$ cat src/rtl/pexp_bringup.sv
module pexp_bringup #(
  parameter int         CLK_HZ  = 50_000_000,
  parameter int         SCL_HZ  = 100_000,
  parameter logic [6:0] ADDR7   = 7'h72,
  parameter logic [7:0] DIR_REG = 8'h03,
  parameter logic [7:0] OUT_REG = 8'h01,
  parameter logic [7:0] DIR_VAL = 8'h0F,
  parameter logic [7:0] OUT_VAL = 8'hAA
) (
  input  logic clk,
  input  logic rst,
  input  logic sda_i,
  output logic scl_oe,
  output logic sda_oe,
  output logic done,
  output logic err
);
  localparam int QTR = CLK_HZ / (4 * SCL_HZ);
  localparam int QW  = $clog2(QTR + 1);

  typedef enum logic [1:0] {ST_START, ST_BIT, ST_STOP, ST_FIN} st_t;

  st_t         st;
  logic [QW-1:0] qc;
  logic [1:0]  ph;
  logic [3:0]  bitc;
  logic [1:0]  bsel;
  logic        txn, hold;
  logic [7:0]  cur;
  logic [2:0]  bidx;
  logic        tick, bit_drv;

  assign tick    = (qc == QW'(QTR - 1));
  assign bidx    = 3'(4'd7 - bitc);
  assign bit_drv = (bitc < 4'd8) && !cur[bidx];

  always_comb
    case (bsel)
      2'd0:    cur = {ADDR7, 1'b0};
      2'd1:    cur = txn ? OUT_REG : DIR_REG;
      default: cur = txn ? OUT_VAL : DIR_VAL;
    endcase

  always_comb begin
    scl_oe = 1'b0;
    sda_oe = 1'b0;
    case (st)
      ST_START: sda_oe = ph[1];
      ST_BIT: begin
        scl_oe = !ph[1];
        sda_oe = (ph == 2'd0) ? hold : bit_drv;
      end
      ST_STOP: begin
        scl_oe = !ph[1];
        sda_oe = (ph == 2'd0) ? hold : (ph != 2'd3);
      end
      default: ;
    endcase
  end

  always_ff @(posedge clk) begin
    if (rst) begin
      st   <= ST_START;
      qc   <= '0;
      ph   <= '0;
      bitc <= '0;
      bsel <= '0;
      txn  <= 1'b0;
      hold <= 1'b0;
      done <= 1'b0;
      err  <= 1'b0;
    end else begin
      done <= 1'b0;
      if (st != ST_FIN) begin
        qc <= tick ? '0 : qc + 1'b1;
        if (tick) begin
          ph <= ph + 2'd1;
          if (ph == 2'd2 && st == ST_BIT && bitc == 4'd8 && sda_i)
            err <= 1'b1;
          if (ph == 2'd3) begin
            hold <= sda_oe;
            case (st)
              ST_START: begin
                st   <= ST_BIT;
                bitc <= '0;
                bsel <= '0;
              end
              ST_BIT:
                if (bitc == 4'd8) begin
                  if (err || bsel == 2'd2) st <= ST_STOP;
                  else begin
                    bsel <= bsel + 2'd1;
                    bitc <= '0;
                  end
                end else bitc <= bitc + 4'd1;
              ST_STOP:
                if (!txn && !err) begin
                  txn <= 1'b1;
                  st  <= ST_START;
                end else begin
                  st   <= ST_FIN;
                  done <= 1'b1;
                end
              default: ;
            endcase
          end
        end
      end
    end
  end

  a_r2_scl_on_quarter: assert property (@(posedge clk) disable iff (rst)
    !$stable(scl_oe) |-> $past(tick));

  a_r4_sda_moves_scl_low: assert property (@(posedge clk) disable iff (rst)
    (!scl_oe && !$past(scl_oe) && !$stable(sda_oe)) |-> (st == ST_START || st == ST_STOP));

  a_r8_err_sticky: assert property (@(posedge clk) disable iff (rst)
    $past(err) |-> err);

  a_r8_no_start_after_err: assert property (@(posedge clk) disable iff (rst)
    (st == ST_START) |-> !err);

  a_r9_done_single: assert property (@(posedge clk) disable iff (rst)
    done |=> !done);

  a_r9_done_after_stop: assert property (@(posedge clk) disable iff (rst)
    $rose(done) |-> $past(st) == ST_STOP);
endmodule

$ cat config.mk
export PLATFORM = sky130hd
export DESIGN_NAME = pexp_bringup
export DESIGN_NICKNAME = d
export VERILOG_FILES = /design/src/rtl/pexp_bringup.sv
export SDC_FILE = /design/constraint.sdc
export NUM_CORES = 1
export LEC_CHECK = 0
export BUFFER_PORTS_ARGS = -buffer_cell sky130_fd_sc_hd__buf_2
export CAP_MARGIN = 20
export CORE_ASPECT_RATIO = 0.75
export CORE_MARGIN = 4
export CORE_UTILIZATION = 55
export DETAILED_ROUTE_END_ITERATION = 10
export HOLD_SLACK_MARGIN = 0.06
export PLACE_DENSITY_LB_ADDON = 0.15
export SLEW_MARGIN = 20
export SYNTH_ARGS = -nofsm -noshare
export SYNTH_HDL_FRONTEND = slang
export SYNTH_SLANG_ARGS = --single-unit
$ cat constraint.sdc
create_clock -name clk -period 2.7 [get_ports clk]
set_input_delay 0.27 -clock clk [delete_from_list [all_inputs] [get_ports clk]]
set_output_delay 0.27 -clock clk [all_outputs]
set_load 0.1 [all_outputs]
==> impl_metrics.toml, run 1 <==
[timing]
slew_viol_final = 0
finalWorstSetupSlack_ps = 116
slew-limit-headroom_pct = 67.9
setup_viol = 0
fin_skew_ps = 5.11
max_clock_freq_ghz = 0.387
min_period_ps = 2580
period_share_pct = 95.7
final_hold_viol_count = 0
tightest_slew_ps = 485

[routing]
drt_iter0_markers = 62
drc = 0
ant_nets = 0
firstDrtPassIters = 4
vias = 1065
routed_wl_um = 2640
wl_per_cell_um = 14.1
via_per_inst = 5.70

[placed_design]
gp_congestion = 0.817
dp_slack_ps = 268
place_inst = 183
dp.final_hpwl_um = 1990
port_buffers = 6
place_area_um2 = 1360

[layout]
final_common_cell = "dfxtp_1"
final_layout_size_suffix_gt1_share_pct = 11.8
stdcell_count = 187
final_cell_mix = "20 x dfxtp_1, 17 x nor2_1, 14 x ha_1"
fillCellCount = 217
fin_area_um2 = 1400
layout-area-overhead-vs-synth_pct = 6.59
num_antenna_cells = 0
nNetsFinal = 171

[status]
status = "finished, final reports clean"

[global_routing]
first_global_vias = 1022
antenna_found_initial = 0
grt_pass1_wl_um = 4550
overflow = 0
grt_max_degree = 19
grt_use_total_pct = 18.0

[cts]
worstSkewPairLatency_ps = 310
tritoncts = "yes"
cts.sinks = 21
clk_transition_reported_paths_ps = 120
htree_levels = 1
ctsResizeCount = 1
cts_inserted_buffers = 3
postCtsHoldBufs = 0
cts_setup_buffers = 0
cts.path.max_buffers = 2
cts_root_buf = "clkbuf_4"

[logic_synthesis]
syn_nets = 166
syn_area_um2 = 1310
yosysUniqueCellTypes = 45
synthArstFlopShare_pct = 0
synth_cells = 149
synth_edf_count = 0
yosys_register_bits = 21
seq_area_frac_synth_pct = 32.1
synth_ff_type = "dfxtp_1"
ys_warn_count = 0
syn_area_per_cell_um2 = 8.79

[floorplanning]
fp.dieH_um = 50.3
start_util_pct = 57.2
fp.dieW_um = 64.4
core_um2 = 2290
dieArea_um2 = 3230
fp-row-count = 15
io_pins = 7

[power]
p_leak_nw = 0.557
power_density_nw_per_um2 = 353
peakVddDrop_mv = 0.286
power_mw = 0.493

[critical_path]
worstPathArrival_ps = 2310
path_max_fanout = 5
worst-setup-path-type = "register to primary output"
crit_path_start_kind = "register"
end_kind = "primary output"
cp_data_required_time_ps = 2430

[flow_run]
cap_violations = 0

[worst_hold_path]
hold_class = "primary input to register"
## worst max-delay path, cell delays in order (launching register included)
cell	delay [ps]
dfxtp_1	420
inv_1	120
ha_1	210
nor4bb_1	130
a311o_1	320
a221o_1	410
a21oi_2	190
buf_8	210
## logic make-up after synthesis
family	after synthesis	synth area share [%]
DFF	21	32.1
muxes	2	1.62
AOI/OAI and AO/OA	31	17.2
buffers and inverters	18	5.92
xor gates and xnor gates	8	5.35
and+or+nand+nor	55	24.5
adders and majority gates	14	13.4
## final cells by class
type	count	area (µm²)	area share, %
Multi-Input combinational cell	110	816	58.4
Tap cell	34	42.5	3.05
Sequential cell	21	422	30.2
Inverter	11	41.3	2.96
Clock buffer	3	22.5	1.61
Clock inverter	1	5.00	0.358
Timing Repair Buffer	7	47.5	3.41
## routing by layer
layer	part of all wire (%)	track usage, %	vias to the layer above
li1	-	-	539
met1	51	23.2	506
met2	44	29.6	16
met3	4.1	4.70	4
met4	0.95	4.91	0
met5	0	0	-
## metrics by stage
step	setup TNS, ps	hold WS, ps	util [%]
after floorplan	0	459	-
after global placement	0	486	59.3
after detailed placement	0	493	59.3
after CTS	0	323	60.6
after global routing	-3.97	334	61.0
final	0	321	61.0
## worst paths after layout
kind	cells past startpoint	from	end	slack (ps)
setup / recovery	7	bsel[0]	sda_oe	120
hold / removal	2	rst	ph[0]	320
setup reg to reg	6	bsel[0]	hold	750
hold reg to reg	2	hold	hold	510
## flip-flops by register name, indices dropped and copies added, names as in the netlist
name,cells
bitc,4
done,1
hold,1
txn,1
qc,7
ph,2
bsel,2
st,2
err,1
## synthesized netlist by cell type (2+ instances only)
library cell,n,area (µm²)
nand2b_1,5,31.3
nor3_1,2,10.0
a21oi_1,10,50.1
ha_1,14,175
xnor2_1,4,35.0
dfxtp_1,21,420
nor2_1,17,63.8
nand3_1,4,20.0
and4b_1,2,20.0
inv_1,11,41.3
clkbuf_1,4,15.0
buf_2,2,10.0
o32ai_1,2,17.5
and3_1,2,12.5
xor2_1,4,35.0
o21ai_0,5,25.0
nand4_1,3,18.8
nand2_1,4,15.0
nand4b_1,4,35.0
nor2b_1,4,25.0
## report_power, final
part	internal (mW)	switching (mW)	total, mW
Sequential	0.314	0.00448	0.318
Combinational	0.00795	0.0113	0.0193
Clock	0.0553	0.101	0.156
No activity file was read; power rests on OpenSTA's default activity.
==> run 2, diff against run 1 <==
==> constraint.sdc (replaced) <==
create_clock -name clk -period 2.7 [get_ports clk]
set_input_delay 0.27 -clock clk [delete_from_list [all_inputs] [get_ports clk]]
set_output_delay 0.27 -clock clk [all_outputs]
set_load 0.005 [all_outputs]
==> run 2 against run 1 <==
  * Die area is the same
  * Wire length up 0.76%
  * Sequential share of layout area is 0.27 points higher
  * Count of clock-buffer cells in the layout grew 1
  * Critical path depth is the same
  * Worst setup slack gained 120 ps
  * Final area decreased by 1.2%
==> impl_metrics.toml, run 2 (synthesis results as in run 1) <==
[cts]
cts_setup_buffers = 0
postCtsHoldBufs = 0
clk_transition_reported_paths_ps = 120
cts_root_buf = "clkbuf_4"
ctsResizeCount = 0
worstSkewPairLatency_ps = 310
tritoncts = "yes"
cts.path.max_buffers = 2
cts.sinks = 21
htree_levels = 1
cts_inserted_buffers = 3

[power]
power_density_nw_per_um2 = 359
p_leak_nw = 0.552
peakVddDrop_mv = 0.333

[routing]
via_per_inst = 5.70
vias = 1066
firstDrtPassIters = 4
drc = 0
wl_per_cell_um = 14.2
ant_nets = 0
routed_wl_um = 2660
drt_iter0_markers = 66

[timing]
final.setup.tns_ps = 0
final_hold_viol_count = 0
fin_skew_ps = 4.81
period_share_pct = 91.4
max_clock_freq_ghz = 0.405
tightest_slew_ps = 431
grt_setup_unrepaired = "no"
finalWorstSetupSlack_ps = 231
slew_viol_final = 0
slew-limit-headroom_pct = 71.0
setup_viol = 0
min_period_ps = 2470

[critical_path]
worstPathArrival_ps = 2200
end_kind = "primary output"
reg2reg_setup_slack_ps = 750
crit_path_start_kind = "register"
cp_data_required_time_ps = 2430
path_max_fanout = 5
worst-setup-path-type = "register to primary output"

[status]
status = "finished, final reports clean"

[floorplanning]
io_pins = 7
core_um2 = 2290
fp.dieW_um = 64.4
fp-row-count = 15
fp.dieH_um = 50.3
dieArea_um2 = 3230
start_util_pct = 57.2

[global_routing]
overflow = 0
first_global_vias = 1042
grt_max_degree = 19
grt_use_total_pct = 18.2
grt_pass1_wl_um = 4620
antenna_found_initial = 0

[layout]
fillCellCount = 225
layout-area-overhead-vs-synth_pct = 5.35
largest_reg_flops = 7
nNetsFinal = 171
final_cell_mix = "21 x dfxtp_1, 17 x nor2_1, 14 x ha_1"
multi_input_area_um2 = 812
final_common_cell = "dfxtp_1"
final_layout_size_suffix_gt1_share_pct = 9.80
ff_latch_area_um2 = 420
top_register = "qc"
num_antenna_cells = 0
fin_area_um2 = 1380
reg_top3 = "qc x7, bitc x4"
stdcell_count = 187

[flow_run]
cap_violations = 0

[placed_design]
place_inst = 183
gp_congestion = 0.822
dp.final_hpwl_um = 2020
place_area_um2 = 1350
port_buffers = 6
dp_slack_ps = 592

[worst_hold_path]
hold_class = "primary input to register"
[run 2: changes by cell type in the layout (fill, tap and decap cells not counted)]
cell	previous run	this run
a21oi_1	9	10
a21oi_2	2	1
buf_2	5	6
buf_8	1	0
clkbuf_1	0	1
clkinv_2	1	0
dfxtp_1	20	21
dfxtp_2	1	0
[run 2: stage by stage]
step | total power, mW | hold slack (ps) | utilization [%]
finish | 0.495 | 330 | 60.3
CTS | 0.503 | 310 | 60.3
floorplan | 0.339 | 459 | -
global placement | 0.343 | 491 | 59.1
detailed placement | 0.345 | 501 | 59.1
global route | 0.519 | 322 | 60.3
[run 2: area by class of cell]
| type | instances | area share, % |
|---|---|---|
| clock buffers | 4 | 1.90 |
| inverters | 11 | 2.99 |
| multi-input cells | 110 | 58.8 |
| flip-flops and latches | 21 | 30.5 |
| well taps | 34 | 3.08 |
| repair buffers | 7 | 2.72 |
[run 2: critical path: stages, from the launching register on]
cell	delay [ps]
dfxtp_1	420
inv_1	130
ha_1	220
nor4bb_1	140
a311o_1	320
a221o_1	390
a21oi_1	140
buf_2	120
[run 2: per-layer routing]
metal	vias to the layer above	track usage (%)	wire length [µm]
li1	533	-	-
met1	512	24.3	1380
met2	17	28.6	1160
met3	4	4.70	85
met4	0	5.96	30
met5	-	0	0
[run 2: final timing paths]
check	startpoint	end	depth (start not counted)
max	bsel[0]	sda_oe	7
min	rst	qc[1]	2
max reg2reg	bsel[0]	hold	6
min reg2reg	hold	hold	2
[run 2: report_power, final]
part | total [mW] | internal [mW] | switching, mW
sequential | 0.319 | 0.314 | 0.00507
clock | 0.157 | 0.0577 | 0.0989
combinational | 0.0193 | 0.00800 | 0.0113
total | 0.495 | 0.379 | 0.115
==> run 3, diff against run 2 <==
==> constraint.sdc (replaced) <==
create_clock -name clk -period 2.6 [get_ports clk]
set_input_delay 0.26 -clock clk [delete_from_list [all_inputs] [get_ports clk]]
set_output_delay 0.26 -clock clk [all_outputs]
set_load 0.005 [all_outputs]
==> run 3 against run 2 <==
  * Non-clock buffer count stayed put
  * Total power rose by 4.0%
  * Clock power rose by 4%
  * Clock skew fell by 1.4 ps
  * First-iteration DRC count is 11% higher
  * Wire length grew 0.38%
  * Die area stayed put
  * Worst setup slack worse by 59 ps
==> impl_metrics.toml, run 3 (synthesis results as in run 1) <==
[layout]
stdcell_count = 187
final_common_cell = "dfxtp_1"
layout-area-overhead-vs-synth_pct = 5.44
final_cell_mix = "20 x dfxtp_1, 17 x nor2_1, 14 x ha_1"
fin_area_um2 = 1380
num_antenna_cells = 0
largest_reg_flops = 7
nNetsFinal = 171
reg_top3 = "qc x7, bitc x4"
fillCellCount = 217
final_layout_size_suffix_gt1_share_pct = 10.5
finalCoreUtilization_pct = 60.3
top_register = "qc"

[floorplanning]
core_um2 = 2290
io_pins = 7
dieArea_um2 = 3230
fp.dieW_um = 64.4
fp-row-count = 15
fp.dieH_um = 50.3
start_util_pct = 57.2

[routing]
wl_per_cell_um = 14.3
drt_iter0_markers = 73
via_per_inst = 5.59
vias = 1046
routed_wl_um = 2670
firstDrtPassIters = 4
drc = 0
ant_nets = 0

[critical_path]
critical_path_buf_inv_count = 2
max_stage_delay_ps = 430
path_cells = "inv_1 > ha_1 > nor4bb_1 > a311o_1 > a221o_1 > a21oi_1 > buf_2"
end_kind = "primary output"
crit_path_start_kind = "register"
cp-endpoint = "sda_oe"
r2r_end = "bitc[3]"
reg2reg_setup_slack_ps = 640
cp.depth = 7
worst-setup-path-type = "register to primary output"
critPathSlowestCell = "dfxtp_1"
path_delay_family = "compound AO/OA/AOI/OAI gates"
crit_start = "bsel[1]"
cp_data_required_time_ps = 2340
path_max_fanout = 6
rr_startpoint = "st[0]"
r2r_cells = 5
worstPathArrival_ps = 2170

[cts]
ctsResizeCount = 0
cts_inserted_buffers = 3
postCtsHoldBufs = 0
clk_transition_reported_paths_ps = 120
cts_setup_buffers = 0
cts.path.max_buffers = 2
cts_root_buf = "clkbuf_4"
htree_levels = 1
tritoncts = "yes"
cts.sinks = 21
worstSkewPairLatency_ps = 310

[global_routing]
grt_max_degree = 19
overflow = 0
antenna_found_initial = 0
grt_pass1_wl_um = 4400
first_global_vias = 969
grt_use_total_pct = 17.5

[power]
p_sw_mw = 0.120
power_density_nw_per_um2 = 372
combPwrFrac_pct = 3.9
pwr-share-seq_pct = 64.3
p_leak_nw = 0.553
internal-power_mw = 0.394
clockPowerShare_pct = 31.8
power_mw = 0.515
p_sw_share_pct = 23.4
peakVddDrop_mv = 0.285

[timing]
final.setup.tns_ps = 0
hold_ws_ps = 316
setup_viol = 0
period_share_pct = 93.4
slew_viol_final = 0
finalWorstSetupSlack_ps = 172
fin_skew_ps = 3.38
min_period_ps = 2430
max_clock_freq_ghz = 0.412
grt_setup_unrepaired = "no"
tightest_slew_ps = 440
final_hold_viol_count = 0
slew-limit-headroom_pct = 70.3

[worst_hold_path]
hold_class = "primary input to register"
hold_depth = 2

[placed_design]
place_inst = 183
place_area_um2 = 1350
port_buffers = 6
dp.final_hpwl_um = 2020
gp_congestion = 0.822
dp_slack_ps = 504

[flow_run]
cap_violations = 0

[status]
status = "finished, final reports clean"
-- run 3: cell type report --
cell class	instances	area [µm²]	share of cell area [%]
clock buffer	4	26.3	1.90
multi-input combinational	110	812	58.8
inverter	11	41.3	2.99
timing repair buffer	7	37.5	2.72
sequential	21	422	30.5
tap	34	42.5	3.08
-- run 3: worst min path at each step --
stage                     start    end  slack (ps)
final                       rst  ph[0]         320
after global routing        rst    txn         320
after CTS                   rst  qc[1]         300
after detailed placement   hold   hold         500
after global placement     hold   hold         490
after floorplan             txn    txn         460
-- run 3: worst register-to-register path: stages (launching register included) --
cell and delay, ps:
dfxtp_1 360, ha_1 330, and4b_1 360, and3_1 440, a21oi_1 120, o32ai_1 250
-- run 3: layer usage --
metal	vias to the layer above	global-route usage [%]	share of wire [%]
met2	14	28.4	45
li1	538	-	-
met5	-	0	0
met1	490	22.9	51
met4	0	5.26	0.90
met3	4	4.70	3.3
-- run 3: power by group through the flow --
stage,sequential [mW],clock [mW],combinational (mW)
4_1_cts,0.331,0.167,0.0200
2_1_floorplan,0.337,0,0.0156
3_5_place_dp,0.338,0,0.0199
5_1_grt,0.332,0.184,0.0223
6_report,0.331,0.164,0.0200
3_3_place_gp,0.338,0,0.0189
